$ cat src/rtl/flash_gate_pkg.sv
package flash_gate_pkg;

  typedef enum logic [1:0] {
    ST_OK     = 2'b00,
    ST_UNSUP  = 2'b01,
    ST_INVAL  = 2'b10,
    ST_DENIED = 2'b11
  } gate_status_e;

  typedef enum logic [2:0] {
    CY_READ   = 3'd0,
    CY_WRITE  = 3'd1,
    CY_ERASE  = 3'd2,
    CY_PTABLE = 3'd3,
    CY_IDENT  = 3'd4,
    CY_STRD   = 3'd5,
    CY_STWR   = 3'd6,
    CY_BAD    = 3'd7
  } cycle_e;

  localparam logic [2:0] REGION_WHOLE = 3'd7;

endpackage

$ cat src/rtl/gate_window_store.sv
module gate_window_store #(
  parameter int NREG   = 5,
  parameter int BASE_W = 15
) (
  input  logic                       clk,
  input  logic                       rst,
  input  logic                       cfg_we,
  input  logic [2:0]                 cfg_sel,
  input  logic [2*BASE_W-1:0]        cfg_data,
  output logic [NREG-1:0][BASE_W-1:0] win_base,
  output logic [NREG-1:0][BASE_W-1:0] win_limit,
  output logic [2*BASE_W-1:0]        perm_word
);
  localparam int CFG_W    = 2 * BASE_W;
  localparam int PERM_SEL = NREG;

  genvar g;
  generate
    for (g = 0; g < NREG; g++) begin : g_win
      always_ff @(posedge clk) begin
        if (rst) begin
          win_base[g]  <= '0;
          win_limit[g] <= '0;
        end else if (cfg_we && cfg_sel == 3'(g)) begin
          win_base[g]  <= cfg_data[BASE_W-1:0];
          win_limit[g] <= cfg_data[CFG_W-1:BASE_W];
        end
      end
    end
  endgenerate

  always_ff @(posedge clk) begin
    if (rst)
      perm_word <= '0;
    else if (cfg_we && cfg_sel == 3'(PERM_SEL))
      perm_word <= cfg_data;
  end

  AST_UNUSED_SEL_KEEPS_PERM: assert property (@(posedge clk) disable iff (rst)
    (cfg_we && cfg_sel > 3'(PERM_SEL)) |=> $stable(perm_word));

endmodule

$ cat src/rtl/gate_region_pick.sv
module gate_region_pick #(
  parameter int              NREG      = 5,
  parameter int              BASE_W    = 15,
  parameter logic [NREG-1:0] ASYM_MASK = 5'b11100
) (
  input  logic [2:0]                  region,
  input  logic [NREG-1:0][BASE_W-1:0] win_base,
  input  logic [NREG-1:0][BASE_W-1:0] win_limit,
  input  logic [2*BASE_W-1:0]         perm_word,
  output logic                        known,
  output logic                        split_grant,
  output logic [BASE_W-1:0]           sel_base,
  output logic [BASE_W-1:0]           sel_limit,
  output logic                        rd_grant,
  output logic                        wr_grant
);
  always_comb begin
    known       = 1'b0;
    split_grant = 1'b0;
    sel_base    = '0;
    sel_limit   = '0;
    rd_grant    = 1'b0;
    wr_grant    = 1'b0;
    for (int i = 0; i < NREG; i++) begin
      if (region == 3'(i)) begin
        known       = 1'b1;
        split_grant = ASYM_MASK[i];
        sel_base    = win_base[i];
        sel_limit   = win_limit[i];
        rd_grant    = perm_word[i];
        wr_grant    = perm_word[NREG + i];
      end
    end
  end
endmodule

$ cat src/rtl/gate_decide.sv
module gate_decide
  import flash_gate_pkg::*;
#(
  parameter int BASE_W = 15,
  parameter int UNIT_W = 12,
  parameter int ADDR_W = BASE_W + UNIT_W
) (
  input  logic [2:0]        region,
  input  logic [2:0]        cycle,
  input  logic [ADDR_W-1:0] offset,
  input  logic              known,
  input  logic              split_grant,
  input  logic [BASE_W-1:0] sel_base,
  input  logic [BASE_W-1:0] sel_limit,
  input  logic              rd_grant,
  input  logic              wr_grant,
  output gate_status_e      verdict,
  output logic [ADDR_W-1:0] lin_addr
);
  logic              array_cycle;
  logic              grant;
  logic [ADDR_W-1:0] bound;

  assign array_cycle = (cycle == CY_READ) || (cycle == CY_WRITE) || (cycle == CY_ERASE);
  assign grant       = (split_grant && cycle != CY_READ) ? wr_grant : rd_grant;
  assign bound       = {sel_limit, {UNIT_W{1'b1}}};

  always_comb begin
    verdict  = ST_OK;
    lin_addr = offset;
    if (cycle == CY_BAD) begin
      verdict = ST_INVAL;
    end else if (array_cycle && region != REGION_WHOLE) begin
      if (!known) begin
        verdict = ST_UNSUP;
      end else begin
        lin_addr = offset + {sel_base, {UNIT_W{1'b0}}};
        if (sel_limit != '0 && offset > bound)
          verdict = ST_INVAL;
        else if (!grant)
          verdict = ST_DENIED;
      end
    end
  end
endmodule

$ cat src/rtl/flash_region_gate.sv
module flash_region_gate
  import flash_gate_pkg::*;
#(
  parameter int NREG   = 5,
  parameter int BASE_W = 15,
  parameter int UNIT_W = 12,
  parameter int ADDR_W = BASE_W + UNIT_W,
  parameter int CFG_W  = 2 * BASE_W
) (
  input  logic              clk,
  input  logic              rst,
  input  logic              cfg_we,
  input  logic [2:0]        cfg_sel,
  input  logic [CFG_W-1:0]  cfg_data,
  input  logic              req_valid,
  input  logic [2:0]        req_region,
  input  logic [2:0]        req_cycle,
  input  logic [ADDR_W-1:0] req_addr,
  output logic              rsp_valid,
  output logic [1:0]        rsp_status,
  output logic [ADDR_W-1:0] rsp_addr
);
  logic [NREG-1:0][BASE_W-1:0] win_base;
  logic [NREG-1:0][BASE_W-1:0] win_limit;
  logic [CFG_W-1:0]            perm_word;
  logic                        known, split_grant, rd_grant, wr_grant;
  logic [BASE_W-1:0]           sel_base, sel_limit;
  gate_status_e                verdict;
  logic [ADDR_W-1:0]           lin_addr;

  gate_window_store #(.NREG(NREG), .BASE_W(BASE_W)) u_store (
    .clk(clk), .rst(rst), .cfg_we(cfg_we), .cfg_sel(cfg_sel), .cfg_data(cfg_data),
    .win_base(win_base), .win_limit(win_limit), .perm_word(perm_word)
  );

  gate_region_pick #(.NREG(NREG), .BASE_W(BASE_W)) u_pick (
    .region(req_region), .win_base(win_base), .win_limit(win_limit),
    .perm_word(perm_word), .known(known), .split_grant(split_grant),
    .sel_base(sel_base), .sel_limit(sel_limit), .rd_grant(rd_grant), .wr_grant(wr_grant)
  );

  gate_decide #(.BASE_W(BASE_W), .UNIT_W(UNIT_W), .ADDR_W(ADDR_W)) u_decide (
    .region(req_region), .cycle(req_cycle), .offset(req_addr), .known(known),
    .split_grant(split_grant), .sel_base(sel_base), .sel_limit(sel_limit),
    .rd_grant(rd_grant), .wr_grant(wr_grant), .verdict(verdict), .lin_addr(lin_addr)
  );

  always_ff @(posedge clk) begin
    if (rst) begin
      rsp_valid  <= 1'b0;
      rsp_status <= 2'b00;
      rsp_addr   <= '0;
    end else begin
      rsp_valid <= req_valid;
      if (req_valid) begin
        rsp_status <= verdict;
        rsp_addr   <= lin_addr;
      end
    end
  end

  AST_RSP_FOLLOWS_REQ: assert property (@(posedge clk) disable iff (rst)
    req_valid |=> rsp_valid);
  AST_NO_SPURIOUS_RSP: assert property (@(posedge clk) disable iff (rst)
    !req_valid |=> !rsp_valid);
  AST_WHOLE_DEVICE_PASS: assert property (@(posedge clk) disable iff (rst)
    (req_valid && req_region == REGION_WHOLE && req_cycle < 3'd3)
    |=> (rsp_status == 2'b00 && rsp_addr == $past(req_addr)));
  AST_UNKNOWN_REGION: assert property (@(posedge clk) disable iff (rst)
    (req_valid && req_cycle < 3'd3 && (req_region == 3'd5 || req_region == 3'd6))
    |=> (rsp_status == 2'b01 && rsp_addr == $past(req_addr)));
  AST_AUX_CYCLE_PASS: assert property (@(posedge clk) disable iff (rst)
    (req_valid && req_cycle >= 3'd3 && req_cycle <= 3'd6)
    |=> (rsp_status == 2'b00 && rsp_addr == $past(req_addr)));
  AST_BAD_CYCLE: assert property (@(posedge clk) disable iff (rst)
    (req_valid && req_cycle == 3'd7) |=> (rsp_status == 2'b10));

endmodule

$ cat config.mk
export PLATFORM = sky130hd
export DESIGN_NAME = flash_region_gate
export DESIGN_NICKNAME = d
export VERILOG_FILES = /design/src/rtl/flash_gate_pkg.sv /design/src/rtl/gate_window_store.sv /design/src/rtl/gate_region_pick.sv /design/src/rtl/gate_decide.sv /design/src/rtl/flash_region_gate.sv
export SDC_FILE = /design/constraint.sdc
export NUM_CORES = 1
export LEC_CHECK = 0
export BUFFER_PORTS_ARGS = -buffer_cell sky130_fd_sc_hd__buf_2
export CORE_AREA = 2 2 130 145
export CTS_BUF_LIST = sky130_fd_sc_hd__clkbuf_8
export DETAILED_ROUTE_END_ITERATION = 8
export DIE_AREA = 0 0 132 147
export PLACE_DENSITY = 0.73
export SLEW_MARGIN = 20
export SYNTH_ARGS = -nofsm -noshare
export SYNTH_HDL_FRONTEND = slang
export SYNTH_SLANG_ARGS = --single-unit
$ cat constraint.sdc
create_clock -name clk -period 2.9 [get_ports clk]
set_input_delay 0 -clock clk [delete_from_list [all_inputs] [get_ports clk]]
set_output_delay 0 -clock clk [all_outputs]
set_load 0.02 [all_outputs]
Word-level counts from Yosys, hierarchy flattened
Cells that the tools add are included.

Bits in registers: 190. Bits of input ports: 70. Output and inout bits: 30.

Eq/ne operators: 13. Reductions and logical operators: 16. Mux-type cells: 37. Order comparisons: 1. Add/sub/neg operators: 1.

Operators with widths (number): 2-to-1 mux 15 bit (10); 2-to-1 mux 27 bit (3); adder 27 bit (1); greater-than comparator 27 bit (1); 2-to-1 mux 1 bit (19); == test 3 x 2 -> 1 bit, second input constant (5); nonzero test 15 bit (1); == test 3 bit, second input constant (4); 2-to-1 mux 2 bit (5); == test 3 x 1 -> 1 bit, second input constant (3); logical AND 1 bit (9); logical NOT 3 bit (3); inequality test 3 bit, second input constant (1); nonzero test 3 bit (1); logical OR 1 bit (2).

Logic depth before layout (Yosys ltp)
Gate-level depths: netlist of the first run.

Word-level depth: 12. Depth in mapped cells: 13. Depth with buffers taken out: 11.

Cells and area by module
From an unflattened synthesis of the first run, not the netlist that was laid out.

Cell total of the unflattened synthesis: 1088. Area total of the unflattened synthesis: 10786.6 µm².

By module, submodules not included: gate_window_store (area an instance 7025.5 µm², cells an instance 624, times used 1); gate_decide (area an instance 1376.3 µm², cells an instance 192, times used 1); gate_region_pick (area an instance 1296.2 µm², cells an instance 176, times used 1); flash_region_gate (area an instance 1088.5 µm², cells an instance 96, times used 1).

Worst setup path before layout of the first run
Ideal clock, no wire load.

Path kind: input to register. Start: input req_region[0]. End: register rsp_addr[26]. Path slack: -217 ps. Stages on the path: 13. Arrival: 3044 ps. Path buffers: 3. Cell sequence: buf_6 buf_12 buf_8 mux4_2 a22o_1 ha_1 fa_1 a211oi_1 o21a_1 o21ai_0 a31oi_1 mux2_2 nor3_2.

Longest elaborated chain between the ends: 10.

RTL lines: start: declaration (RTL line flash_region_gate.sv:16) `input logic [2:0] req_region,`; logical NOT 3 bit (RTL line gate_region_pick.sv:25) `if (region == 3'(i)) begin`; 2-to-1 mux 15 bit (5 in a row) (RTL line gate_region_pick.sv:25); adder 27 bit (RTL line gate_decide.sv:37) `lin_addr = offset + {sel_base, {UNIT_W{1'b0}}};`; 2-to-1 mux 27 bit (RTL line gate_decide.sv:34) `if (!known) begin`; 2-to-1 mux 27 bit (*) (RTL line gate_decide.sv:33) `end else if (array_cycle && region != REGION_WHOLE) begin`; 2-to-1 mux 27 bit (*) (RTL line gate_decide.sv:31) `if (cycle == CY_BAD) begin`; end signal: assignment (RTL line flash_region_gate.sv:57) `rsp_addr <= lin_addr;`; end: declaration (RTL line flash_region_gate.sv:21) `output logic [ADDR_W-1:0] rsp_addr`.

Every way passes the cells marked *; elsewhere a longest branch is shown, timed or not. A chain may end at the register's enable or synchronous reset.

Worst setup path after layout of the first run
Start: register u_store.win_base[46] (netlist name). End: register rsp_addr[21].

Longest elaborated chain between the ends: 6.

RTL lines: start: declaration (RTL line gate_window_store.sv:10) `output logic [NREG-1:0][BASE_W-1:0] win_base,`; start signal: indexed assignment (RTL line gate_window_store.sv:25) `win_base[g] <= cfg_data[BASE_W-1:0];`; 2-to-1 mux 15 bit (2 in a row) (RTL line gate_region_pick.sv:25); adder 27 bit (RTL line gate_decide.sv:37); 2-to-1 mux 27 bit (RTL line gate_decide.sv:34); 2-to-1 mux 27 bit (RTL line gate_decide.sv:33); 2-to-1 mux 27 bit (RTL line gate_decide.sv:31).

No other way between the ends.

==> results of run 1 <==
[layout make-up]
type / instances / area, sq um / area share, %
repair buffers: 206 / 1490 / 13.7
inverters: 6 / 22.5 / 0.207
well taps: 243 / 304 / 2.79
flip-flops and latches: 188 / 3770 / 34.5
clock buffers: 18 / 248 / 2.27
multi-input cells: 815 / 4950 / 45.4
clock inverters: 13 / 119 / 1.09
[metal layers]
| metal | global-route usage (%) | share of wire (%) |
|---|---|---|
| met5 | 0 | 0 |
| met4 | 8.86 | 2.2 |
| met3 | 5.56 | 7.1 |
| met2 | 45.6 | 48 |
| met1 | 35.0 | 43 |
[flip-flops by register name, summed over array words and instances (netlist names)]
name,cells
u_store.win_base,75
u_store.win_limit,75
rsp_addr,27
u_store.perm_word,8
rsp_status,2
rsp_valid,1
[logic make-up (layout without fill, tap and decap cells)]
family                     after synthesis  after routing
AOI/OAI and AO/OA                      271            271
DFF                                    188            188
xor gates and xnor gates                 5              5
buffers and inverters                   80            243
and+or+nand+nor                        452            452
muxes                                   57             57
adders and majority gates               30             30
[metrics by stage]
step / utilization (%) / setup TNS (ps) / std cells / instance area (sq um) / power (mW)
2_1_floorplan: - / -15.0 / 1083 / 9040 / 3.14
3_3_place_gp: 54.7 / -141 / 1396 / 9860 / 3.38
3_5_place_dp: 54.7 / -199 / 1396 / 9860 / 3.39
4_1_cts: 60.1 / 0 / 1486 / 10800 / 5.08
5_1_grt: 60.5 / -367 / 1489 / 10900 / 5.25
6_report: 60.5 / -20.6 / 1489 / 10900 / 5.07
[power groups by stage]
stage / Sequential [mW] / Combinational [mW] / Clock (mW)
2_1_floorplan: 2.78 / 0.363 / 0
3_3_place_gp: 2.75 / 0.632 / 0
3_5_place_dp: 2.75 / 0.641 / 0
4_1_cts: 2.69 / 0.705 / 1.68
5_1_grt: 2.70 / 0.782 / 1.77
6_report: 2.69 / 0.722 / 1.66
[path summary, 6_finish.rpt]
path	startpoint	cells past startpoint	slack (ps)	endpoint
worst max-delay path	u_store.win_base[46]	9	-20	rsp_addr[21]
worst min-delay path	req_addr[21]	5	60	rsp_addr[21]
worst max register to register	u_store.win_base[46]	9	-20	rsp_addr[21]
worst min register to register	u_store.win_limit[17]	2	450	u_store.win_limit[17]
[layout by cell type (no fill, tap or decap), drive strengths merged, types with 14 or more instances in the layout]
cell type | synthesis | layout
mux2i | 27 | 27
nand2 | 340 | 340
buf | 12 | 147
dfxtp | 188 | 188
dlygate4sd3 | 0 | 59
nor2 | 48 | 48
o21ai | 15 | 15
clkbuf | 62 | 18
a21oi | 178 | 178
ha | 29 | 29
a22o | 14 | 14
mux4 | 26 | 26
[worst reg2reg max path: stages (launching register included)]
cell and delay, ps:
dfxtp_1 320, mux4_2 450, a22o_1 240, ha_1 270, a21o_1 160, a21o_1 210, a2111oi_4 440, o31a_1 220
mux2_4 300, a311oi_1 230
[repair_timing]
action	CTS	global route
setup endpoints to repair	1	7
resized for setup	1	15
hold buffers	59	0
setup buffers	0	3
pin swaps	3	18
endpoints found under the hold margin	185	0
==> flow_summary.ini, run 1 <==
[critical_path]
crit_path_max_fanout = 3
critPathKind = register to register
end_kind = register
worstPathArrival_ps = 3300
crit_slowest_cell = mux4_2
worstSetupStartpointType = register
worstPathCellList = mux4_2 -> a22o_1 -> ha_1 -> a21o_1 -> a21o_1 -> a2111oi_4 -> o31a_1 -> mux2_4 -> a311oi_1
worst-path-buf-inv = 0
slowest_delay_ps = 450
required_ps = 3280
cpMostUsedCell = a21o_1
crit_family = compound AO/OA/AOI/OAI gates

[sta]
finalSetupViolCount = 1
slew_headroom_pct = 43.4
maxSlewViolCount = 0
fin_ws_ps = -20.6
finClkSkew_ps = 11.5
finalCritPeriodShare_pct = 101
rsz0062_at_grt = true
worst_slew_pin_slew_ps = 849
finalHoldViolCount = 0
period_needed_ps = 2920
max_clock_freq_mhz = 342
whs_ps = 57.5

[logic_synthesis]
ys_top_cells_by_count = nand2_1, dfxtp_1, a21oi_1
synth_most_common_cell = nand2_1
synth-compound-area-share_pct = 18.0
synth_simple_gate_area_share_pct = 20.9
synth-adder-area-share_pct = 4.25
syn_area_sq_um = 9000
syn_nets = 1183
synthFlopType = dfxtp_1
ys_ff_latch = 188
yosysUniqueCellTypes = 65
synth_area_leader_cell = dfxtp_1
avgSynthCellArea_sq_um = 8.31
synth_top_family_by_area = simple AND/OR/NAND/NOR gates
synth_cells = 1083
ys_seq_area_share_pct = 41.8
yosysTopAreaCellShare_pct = 41.8
muxShareOfSynthArea_pct = 10.4
synth-async-reset-ratio_pct = 0
synth_area_leaders = dfxtp_1, nand2_1, a21oi_1
yosys_warnings = 0
synth-xor-area-share_pct = 0.487
synth-edff-count = 0

[finish]
fillers = 1590
nNetsFinal = 1334
layout-drive-gt1-share_pct = 17.7
area_growth_pct = 21.1
antenna_cells = 0

[cts]
cts_root_buffer = clkbuf_8
cts_tree = built
numCtsBuffers = 17
cts_max_path_buffers = 2
clock_latency_ps = 470
cts_sinks = 188
htreeDepth = 4
path_clk_slew_ps = 90

[global_route]
grt_overflow = 0
antenna_found_initial = 0
grt.total_usage_pct = 27.1
grt_pass1_wl_um = 41900
grt_max_degree = 76
grt_pass1_vias = 8225

[power_and_ir_drop]
p_int_mw = 3.65
power_density_nw_per_um2 = 465
combPwrFrac_pct = 14.2
p_switching_mw = 1.42
leakage_nw = 4.23
p_seq_share_pct = 53.1
switching_share_pct = 28.0
ir_worst_vdd_mv = 0.256
p_clk_share_pct = 32.7

[floorplanning]
fp.dieArea_sq_um = 19400
io_pins = 100
core.rowCount = 52
initial_core_util_pct = 49.9
die_h_um = 147
die_width_um = 132
core_sq_um = 18000

[route]
drt_first_pass_iters = 6
drc = 0
viasPerCell = 5.66
routed_wl_um = 26100
ant_nets = 0
drt_iter0_drc = 738
wire_per_inst_um = 17.5
num_vias = 8428

[placed_design]
post-place-ws_ps = -108
dpl.hpwl_um = 17200
port_buffers = 99
gp_congestion = 0.921

[hold_path]
hold_path.class = input pin to register

[status]
status = finished, violations left
failed_checks = setup timing

[run]
max_cap_violations = 0
No activity file was read; power rests on OpenSTA's default activity.
==> run 2, diff against run 1 <==
--- a/config.mk
+++ b/config.mk
@@ -11,6 +11,7 @@
 export DETAILED_ROUTE_END_ITERATION = 8
 export DIE_AREA = 0 0 132 147
 export PLACE_DENSITY = 0.73
+export SETUP_SLACK_MARGIN = 0.02
 export SLEW_MARGIN = 20
 export SYNTH_ARGS = -nofsm -noshare
 export SYNTH_HDL_FRONTEND = slang
==> flow_summary.ini, run 2 (synthesis gave the netlist of run 1 again) <==
[status]
status = finished, violations left
failed_checks = setup timing

[critical_path]
crit_slowest_cell = mux4_2
worstPathCellList = mux4_2 -> a22o_1 -> ha_1 -> a21o_1 -> a21o_1 -> a2111oi_4 -> o31a_1 -> mux2_4 -> a311oi_1
cpMostUsedCell = a21o_1
required_ps = 3280
slowest_delay_ps = 450
end_kind = register
worstPathArrival_ps = 3300
worstSetupStartpointType = register
critPathKind = register to register
crit_path_max_fanout = 3

[floorplanning]
core_sq_um = 18000
fp.dieArea_sq_um = 19400
core.rowCount = 52
io_pins = 100
die_width_um = 132
die_h_um = 147
initial_core_util_pct = 49.9

[finish]
instances_no_fill = 1489
final_cell_mix = nand2_1, dfxtp_1, a21oi_1
nNetsFinal = 1334
layout-drive-gt1-share_pct = 17.7
final_common_cell = nand2_1
fillers = 1590
reg.largest.list = u_store.win_base (75), u_store.win_limit (75), rsp_addr (27)
final_cell_area_sq_um = 10900
antenna_cells = 0
area_growth_pct = 21.1

[cts]
path_clk_slew_ps = 90
numCtsBuffers = 17
cts_max_path_buffers = 2
htreeDepth = 4
cts_root_buffer = clkbuf_8
cts_sinks = 188
clock_latency_ps = 470
cts_tree = built

[sta]
period_needed_ps = 2920
finalCritPeriodShare_pct = 101
max_clock_freq_mhz = 343
finalSetupViolCount = 1
fin_ws_ps = -17.6
rsz0062_at_grt = true
slew_headroom_pct = 43.4
finalHoldViolCount = 0
tns_ps = -17.6
finClkSkew_ps = 11.7
worst_slew_pin_slew_ps = 849
maxSlewViolCount = 0

[route]
wl_met2_um = 12400
drt-met1-wl_um = 11200
routed_wl_um = 26100
num_vias = 8429
drt_first_pass_iters = 6
drt_iter0_drc = 738
viasPerCell = 5.66
wl_met3_um = 1870
dr.max_layer_used = met4
drc = 0
ant_nets = 0
wire_per_inst_um = 17.5

[placed_design]
gp_congestion = 0.921
dpl-instance-area_sq_um = 9860
dpl.hpwl_um = 17200
port_buffers = 99
dp.cells = 1396
post-place-ws_ps = -108

[power_and_ir_drop]
switching_share_pct = 28.0
p_switching_mw = 1.42
p_clk_share_pct = 32.7
p_seq_share_pct = 53.1
p_int_mw = 3.65
ir_worst_vdd_mv = 0.256
leakage_nw = 4.23
combPwrFrac_pct = 14.2
power_density_nw_per_um2 = 465
report.power.total_mw = 5.07

[hold_path]
hold_path.class = input pin to register

[global_route]
grt_pass1_vias = 8225
grt_overflow = 0
grt.total_usage_pct = 27.1
grt_max_degree = 76
antenna_found_initial = 0
grt_pass1_wl_um = 41900

[run]
max_cap_violations = 0
run 2: cell counts in the layout (fill, tap and decap cells not counted):
Identical to the previous run, type by type.
run 2: metrics by stage:
stage          utilization, %  hold slack (ps)
4_1_cts                  60.1             7.14
2_1_floorplan               -              136
6_report                 60.5             57.2
3_5_place_dp             54.7              262
3_3_place_gp             54.7              256
5_1_grt                  60.5             64.9
run 2: power by group through the flow:
stage | Combinational, mW | Sequential, mW | Clock (mW)
after floorplan | 0.363 | 2.78 | 0
after global placement | 0.632 | 2.75 | 0
after detailed placement | 0.641 | 2.75 | 0
after CTS | 0.705 | 2.69 | 1.68
after global routing | 0.782 | 2.70 | 1.77
final | 0.721 | 2.69 | 1.66
run 2: worst paths after layout:
| kind | from | end | slack (ps) | cells past startpoint |
|---|---|---|---|---|
| max | u_store.win_base[46] | rsp_addr[21] | -20 | 9 |
| min | req_addr[21] | rsp_addr[21] | 60 | 5 |
| min reg2reg | u_store.win_limit[17] | u_store.win_limit[17] | 450 | 2 |
| max reg2reg | u_store.win_base[46] | rsp_addr[21] | -20 | 9 |
run 2: area by class of cell:
class	instances	area, sq um	area share [%]
Clock inverter	13	119	1.09
Tap cell	243	304	2.79
Clock buffer	18	248	2.27
Sequential cell	188	3770	34.5
Multi-Input combinational cell	815	4950	45.4
Inverter	6	22.5	0.207
Timing Repair Buffer	206	1490	13.7
run 2: worst max-delay path, delay by kind of cell, from the launching register on:
kind                       cells  cell delay (ps)
AOI/OAI and AO/OA              6             1480
DFF                            1              320
muxes                          2              750
adders and majority gates      1              270
run 2: timing repair:
action                                 CTS  global route
resized for setup                        1            15
pin swaps                                3            19
setup endpoints to repair                1             8
hold buffers                            59             0
setup buffers                            0             3
endpoints found under the hold margin  185             0
gates cloned                             0             0
run 2: layer usage:
layer  GRT usage [%]  vias up
met2            45.6      327
met4            8.86        0
met1            35.0     3991
met3            5.56       37
li1                -     4074
met5               0        -
